### config.mk
export PLATFORM = sky130hd
export DESIGN_NAME = sbus_datapath
export DESIGN_NICKNAME = d
export VERILOG_FILES = /design/src/rtl/sbus_pkg.sv /design/src/rtl/sbus_bus.sv /design/src/rtl/sbus_alu.sv /design/src/rtl/sbus_ram.sv /design/src/rtl/sbus_datapath.sv
export SDC_FILE = /design/constraint.sdc
export NUM_CORES = 1
export LEC_CHECK = 0
export BUFFER_PORTS_ARGS = -buffer_cell sky130_fd_sc_hd__buf_4
export CAP_MARGIN = 20
export CORE_AREA = 2 2 132 134
export CTS_BUF_LIST = sky130_fd_sc_hd__clkbuf_4 sky130_fd_sc_hd__clkbuf_8
export DETAILED_ROUTE_END_ITERATION = 16
export DIE_AREA = 0 0 134 136
export GPL_TIMING_DRIVEN = 0
export PLACE_DENSITY = 0.65
export SLEW_MARGIN = 30
export SYNTH_ARGS = -nofsm -noshare
export SYNTH_HDL_FRONTEND = slang
export SYNTH_SLANG_ARGS = --single-unit
### constraint.sdc
create_clock -name clk -period 3.23 [get_ports clk]
set_input_delay 0.4845 -clock clk [delete_from_list [all_inputs] [get_ports clk]]
set_output_delay 0.4845 -clock clk [all_outputs]
set_load 0.01 [all_outputs]
### src/rtl/sbus_pkg.sv
package sbus_pkg;
    timeunit 1ns;
    timeprecision 100ps;

    localparam int DW   = 8;
    localparam int AW   = 4;
    localparam int NDRV = 7;
    localparam int NLD  = 6;

    // bus driver indices
    localparam int DRV_PC  = 0;
    localparam int DRV_IR  = 1;
    localparam int DRV_RAM = 2;
    localparam int DRV_A   = 3;
    localparam int DRV_B   = 4;
    localparam int DRV_ALU = 5;
    localparam int DRV_EXT = 6;

    // capture indices
    localparam int LD_MAR = 0;
    localparam int LD_IR  = 1;
    localparam int LD_RAM = 2;
    localparam int LD_A   = 3;
    localparam int LD_B   = 4;
    localparam int LD_PC  = 5;

    typedef struct packed {
        logic [DW-1:0] res;
        logic          zero;
        logic          carry;
    } alu_t;

    function automatic alu_t alu_eval(input logic [DW-1:0] a,
                                      input logic [DW-1:0] b,
                                      input logic          sub);
        logic [DW:0] w;
        alu_t        r;
        if (sub)
            w = {1'b0, a} + {1'b0, ~b} + (DW+1)'(1);
        else
            w = {1'b0, a} + {1'b0, b};
        r.res   = w[DW-1:0];
        r.carry = w[DW];
        r.zero  = (w[DW-1:0] == '0);
        return r;
    endfunction
endpackage

### src/rtl/sbus_bus.sv
module sbus_bus #(
    parameter int N = 7,
    parameter int W = 8
) (
    input  logic [N-1:0][W-1:0] src,
    input  logic [N-1:0]        en,
    output logic [W-1:0]        val,
    output logic                floating,
    output logic                conflict
);
    timeunit 1ns;
    timeprecision 100ps;

    localparam int CW = $clog2(N + 1);

    logic [W-1:0] acc [N+1];
    assign acc[0] = '0;

    for (genvar g = 0; g < N; g++) begin : g_or
        assign acc[g+1] = acc[g] | (en[g] ? src[g] : '0);
    end

    logic [CW-1:0] cnt;
    always_comb begin
        cnt = '0;
        for (int i = 0; i < N; i++)
            cnt = cnt + CW'(en[i]);
    end

    assign val      = acc[N];
    assign floating = (cnt == '0);
    assign conflict = (cnt > CW'(1));
endmodule

### src/rtl/sbus_alu.sv
module sbus_alu
    import sbus_pkg::*;
(
    input  logic [DW-1:0] a,
    input  logic [DW-1:0] b,
    input  logic          sub,
    output alu_t          out
);
    timeunit 1ns;
    timeprecision 100ps;

    always_comb out = alu_eval(a, b, sub);
endmodule

### src/rtl/sbus_ram.sv
module sbus_ram #(
    parameter int W = 8,
    parameter int A = 4
) (
    input  logic         clk,
    input  logic         we,
    input  logic [A-1:0] addr,
    input  logic [W-1:0] wdata,
    output logic [W-1:0] rdata
);
    timeunit 1ns;
    timeprecision 100ps;

    localparam int DEPTH = 1 << A;

    logic [W-1:0] mem [DEPTH];

    always_ff @(posedge clk) begin
        if (we) mem[addr] <= wdata;
    end

    assign rdata = mem[addr];
endmodule

### src/rtl/sbus_datapath.sv
module sbus_datapath
    import sbus_pkg::*;
(
    input  logic            clk,
    input  logic            rst,
    input  logic [NDRV-1:0] drv_en,
    input  logic [NLD-1:0]  ld_en,
    input  logic            pc_inc,
    input  logic            flag_ld,
    input  logic            alu_sub,
    input  logic [DW-1:0]   ext_data,
    output logic [DW-1:0]   bus_q,
    output logic            bus_float,
    output logic            bus_conflict,
    output logic [AW-1:0]   pc_q,
    output logic [AW-1:0]   mar_q,
    output logic [DW-1:0]   ir_q,
    output logic [DW-1:0]   a_q,
    output logic [DW-1:0]   b_q,
    output logic            zf_q,
    output logic            cf_q
);
    timeunit 1ns;
    timeprecision 100ps;

    localparam int PADW = DW - AW;

    logic [NDRV-1:0][DW-1:0] src;
    logic [DW-1:0]           ram_rd;
    alu_t                    alu_o;

    assign src[DRV_PC]  = {{PADW{1'b0}}, pc_q};
    assign src[DRV_IR]  = {{PADW{1'b0}}, ir_q[AW-1:0]};
    assign src[DRV_RAM] = ram_rd;
    assign src[DRV_A]   = a_q;
    assign src[DRV_B]   = b_q;
    assign src[DRV_ALU] = alu_o.res;
    assign src[DRV_EXT] = ext_data;

    sbus_bus #(.N(NDRV), .W(DW)) i_bus (
        .src      (src),
        .en       (drv_en),
        .val      (bus_q),
        .floating (bus_float),
        .conflict (bus_conflict)
    );

    sbus_alu i_alu (
        .a   (a_q),
        .b   (b_q),
        .sub (alu_sub),
        .out (alu_o)
    );

    sbus_ram #(.W(DW), .A(AW)) i_ram (
        .clk   (clk),
        .we    (ld_en[LD_RAM]),
        .addr  (mar_q),
        .wdata (bus_q),
        .rdata (ram_rd)
    );

    always_ff @(posedge clk) begin
        if (rst) begin
            pc_q  <= '0;
            mar_q <= '0;
            ir_q  <= '0;
            a_q   <= '0;
            b_q   <= '0;
            zf_q  <= 1'b0;
            cf_q  <= 1'b0;
        end else begin
            if (ld_en[LD_MAR]) mar_q <= bus_q[AW-1:0];
            if (ld_en[LD_IR])  ir_q  <= bus_q;
            if (ld_en[LD_A])   a_q   <= bus_q;
            if (ld_en[LD_B])   b_q   <= bus_q;
            if (ld_en[LD_PC])  pc_q  <= bus_q[AW-1:0];
            else if (pc_inc)   pc_q  <= pc_q + AW'(1);
            if (flag_ld) begin
                zf_q <= alu_o.zero;
                cf_q <= alu_o.carry;
            end
        end
    end
endmodule

Word level (Yosys, flattened, before mapping)
Memories as Yosys holds them, arrays and structs flattened. A register that Yosys moved wholly into a read port is not among the register bits.
Cells that the tools add are included.
- flip-flop bits (word level): 34
- bits in latches: 0
- RAM bits: 128
- bits in read-only memories: 0
- input port bits: 26
- output and inout bits: 44
- word-level logic and storage cells: 43
- memories: 1
- $add $sub $neg: 10
- $mul: 0
- div/mod/pow operators: 0
- order comparisons: 1
- equality and inequality tests: 0
- shift-type cells: 0
- multiplexer cells: 14
- bitwise gates (word level): 7
- reductions and logical operators: 3
- memory list (memory ; words ; bits a word ; rd ports ; clocked after memory_dff ; write ports ; RTL line ; source):
    i_ram.mem ; 16 ; 8 ; 1 ; 1 ; 1 ; sbus_ram.sv:16 ; logic [W-1:0] mem [DEPTH];
- operators by type and width (kind ; number):
    8-bit OR ; 6
    8-bit two-way mux ; 5
    4-bit two-way mux ; 6
    8-bit by 8-bit adder with 9-bit output ; 2
    3-bit by 1-bit adder with 3-bit output ; 5
    9-bit by 1-bit adder with 9-bit output (second input constant) ; 1
    9-bit two-way mux ; 1
    8-bit logical NOT ; 1
    8-bit inverter ; 1
    4-bit by 1-bit adder with 4-bit output (second input constant) ; 1
    3-bit by 1-bit > comparator with 1-bit output (second input constant) ; 1
    3-bit logical NOT ; 1
    1-bit by 1-bit adder with 2-bit output ; 1
    1-bit two-way mux ; 2
    2-bit nonzero test ; 1

Longest topological paths before layout
- depth after elaboration: 9
- gate-level depth with buffers: 11
- gate-level depth less buffers: 11

By module
A second synthesis with hierarchy kept.
- cell total of the unflattened synthesis: 495
- area, all modules: 7340.8 µm²
- by module, submodules not included (module ; times used ; cells an instance ; area each (µm²) ; sequential area each (µm²)):
    sbus_ram ; 1 ; 222 ; 4907.2 ; 3843.7
    sbus_datapath ; 1 ; 121 ; 1270.0 ; 680.7
    sbus_alu ; 1 ; 96 ; 750.7 ; 0.0
    sbus_bus ; 1 ; 56 ; 412.9 ; 0.0

Least setup slack after synthesis
OpenSTA, ideal clock, no wires.
- path type: input port to output port
- start point: input drv_en[2]
- end point: output bus_float
- arrival: 2.946 ns
- required time: 2.745 ns
- slack: -0.201 ns
- stages: 11
- buffers on the path: 1
- cells stage by stage: clkbuf_1 > inv_1 > fa_1 > fa_1 > inv_1 > ha_1 > inv_1 > fa_1 > xor2_1 > nand2_1 > nor2_1
- longest elaborated chain between the ends: 6
- RTL lines (item ; RTL line ; source):
    from (decl) ; sbus_datapath.sv:6 ; input logic [NDRV-1:0] drv_en,
    3-bit by 1-bit adder with 3-bit output (5 in a row) ; sbus_bus.sv:27 ; cnt = cnt + CW'(en[i]);
    3-bit logical NOT ; sbus_bus.sv:31 ; assign floating = (cnt == '0);
    to (decl) ; sbus_datapath.sv:13 ; output logic bus_float,
No other way between the ends.

==> results_dict.tcl <==
set metrics [dict create \
    worstSkewPairLatency_ns 0.45 \
    initial_utilization_pct 44.3 \
    fin_setup_tns_ns -0.946 \
    wirelength_um 18900 \
    synth-seq-cells 166 \
    numPortBuffers 59 \
    drt_iter0_drc 446 \
    cts_sinks 166 \
    yosys.area.top_type_share_pct 51.4 \
    gp_congestion 0.852 \
    critPathKind "reg -> out" \
    grt_overflow_total 0 \
    violations "setup timing" \
    layout_setup_ws_ns -0.189 \
    setup_viol 8 \
    async_flop_share_pct 0 \
    outcome "complete, but fails checks" \
    startpoint_type "register" \
    wl_per_cell_um 21.8 \
    synth_cell_types 51 \
    syn_area_per_cell_um2 14.8 \
    track_usage_pct 20.9 \
    slew_violations 0 \
    synth_cells 504 \
    io_pins 70 \
    fin_crit_ns 3.42 \
    slowest_delay_ns 0.55 \
    synth_warnings 0 \
    synth_ff_type "edfxtp_1" \
    first_global_vias 4837 \
    m1WireLength_um 8080 \
    clk_root_buffer_cell "clkbuf_8" \
    dr.pass1.iters 6 \
    die_y_um 136 \
    die_w_um 134 \
    synth.most_common_cell "edfxtp_1" \
    cts_made_buffers 17 \
    worst_pin_slew_ns 0.947 \
    dp_hpwl_um 12600 \
    top_layer "met4" \
    drc 0 \
    postCtsHoldBufs 0 \
    rrSetupSlack_ns 0.35 \
    layout.nets 681 \
    cellPowerDensity_nw_per_um2 554 \
    antennaDiodeCount 0 \
    synth_edf_count 128 \
    leakage_nw 3.31 \
    cap_violations 0 \
    met2_length_um 9300 \
    synthTopCellsByArea "edfxtp_1 51%, dfxtp_1 10%, mux4_2 7.2%, mux4_1 4.6%, ha_1 3.3%" \
    final-hold-violation-count 0 \
    finalCritPeriodShare_pct 106 \
    rows 48 \
    h-tree-depth 4 \
    wl_met3_um 1230 \
    finalPower_mw 5.17 \
    synth.cells.most_frequent "128 x edfxtp_1, 51 x nor2_1, 38 x dfxtp_1, 33 x a211oi_1, 30 x inv_1" \
    antenna_found_initial 0 \
    yosys.area.top_type "edfxtp_1" \
    synth_nets 555 \
    relSlewSlack_pct 36.7 \
    critPathArrivalTime_ns 2.93 \
    cts_tree "done" \
    hold_class "in -> reg" \
    crit_fanout 5 \
    area_growth_pct 24.9 \
    clock_path_buffers 2 \
    cp_cell_sequence "buf_8 -> buf_12 -> buf_12 -> mux4_2 -> mux4_2 -> a221oi_4 -> clkinvlp_4 -> buf_6" \
    seq_area_frac_synth_pct 61.6 \
    cp.required_ns 2.75 \
    drive_above_1_share_pct 38.9 \
    synth.cell_area_um2 7470 \
    endpoint_kind "output pin" \
    vdd_drop_max_v 0.000499 \
    final.setup_skew_ns 0.0156 \
    clkTransAtPathRegs_ns 0.08 \
    rsz0062_at_grt "true" \
    drtAntennaViolNets 0 \
    fmax_mhz 292 \
    fill_cells 1349 \
    vias_per_cell 5.69 \
    grt_start_max_net_pins 18 \
    core_um2 16900 \
    dieArea_um2 18200 \
    cpMaxStageDelayCell "mux4_2" \
    vias 4935 \
    grt_pass1_wl_um 28000 \
]
-- state kept, by name (all words and copies together), names as in the netlist, named ones only --
| name | count |
|---|---|
| cf_q | 1 |
| mar_q | 4 |
| zf_q | 1 |
| pc_q | 4 |
| a_q | 8 |
| ir_q | 8 |
| b_q | 8 |
| i_ram.mem | 128 |
-- layout make-up --
type,instances,area (µm²),share of cell area (%)
multi-input combinational,274,2760,29.5
clock buffer,20,256,2.75
buffer,29,193,2.06
timing repair buffer,110,978,10.5
tap,225,282,3.02
clock inverter,12,106,1.14
sequential,166,4620,49.5
inverter,32,145,1.55
-- timing repair --
| action | CTS | global route |
|---|---|---|
| setup endpoints to repair | 58 | 10 |
| cloned | 1 | 2 |
| setup buffers | 21 | 23 |
| gates resized for setup | 81 | 25 |
| pin swaps | 9 | 5 |
-- logic make-up after synthesis --
| kind of cell | Yosys count | synth area share (%) |
|---|---|---|
| AO/OA/AOI/OAI | 94 | 10.0 |
| XOR/XNOR | 6 | 0.703 |
| adder cells (fa/ha/maj) | 25 | 4.69 |
| buffers and inverters | 64 | 3.78 |
| flip-flops | 166 | 61.6 |
| multiplexers | 42 | 12.5 |
| AND/OR/NAND/NOR | 107 | 6.71 |
-- layer usage --
metal	vias to the layer above	track usage, %
li1	2223	-
met1	2503	26.8
met2	187	35.2
met3	22	5.15
met4	0	6.44
met5	-	0
-- per-stage QoR --
stage / setup slack (ns) / hold WS, ns / instances / instance area [µm²] / util (%)
after floorplan: 0.00940 / 0.503 / 504 / 7480 / -
after global placement: -0.575 / 0.494 / 788 / 8200 / 48.6
after detailed placement: -0.673 / 0.501 / 792 / 8260 / 48.9
after CTS: -0.211 / 0.265 / 843 / 8980 / 53.2
after global routing: -0.299 / 0.278 / 868 / 9340 / 55.3
final: -0.189 / 0.282 / 868 / 9340 / 55.3
-- power breakdown --
part           total [mW]  internal (mW)  switching [mW]
Clock                1.37          0.632           0.737
Sequential           2.55           2.47          0.0808
Combinational        1.26          0.600           0.658
-- worst max-delay path, delay by kind of cell, from the launching register on --
family,cells,cell delay [ns]
flip-flops,1,0.34
buffers and inverters,5,0.74
AO/OA/AOI/OAI,1,0.36
multiplexers,2,1.05
-- worst paths after layout --
check                          to     start  cells after the start
setup / recovery         bus_q[3]  register                      8
hold / removal               cf_q   flag_ld                      2
setup reg to reg  i_ram.mem[5][4]  register                     12
hold reg to reg           ir_q[1]   ir_q[1]                      2
-- layout by cell type, fill, tap and decap left out, types with 6 or more instances in the layout --
cell	count
buf_1	6
nor2_2	10
mux4_2	33
dfxtp_2	9
inv_1	21
clkbuf_1	11
buf_6	11
edfxtp_1	128
a222oi_1	7
dfxtp_1	28
ha_1	17
clkbuf_8	17
clkinvlp_4	6
buf_4	92
a211oi_1	33
nor2_1	41
nor2b_1	6
nand2_1	14
No activity file was read; power rests on OpenSTA's default activity.
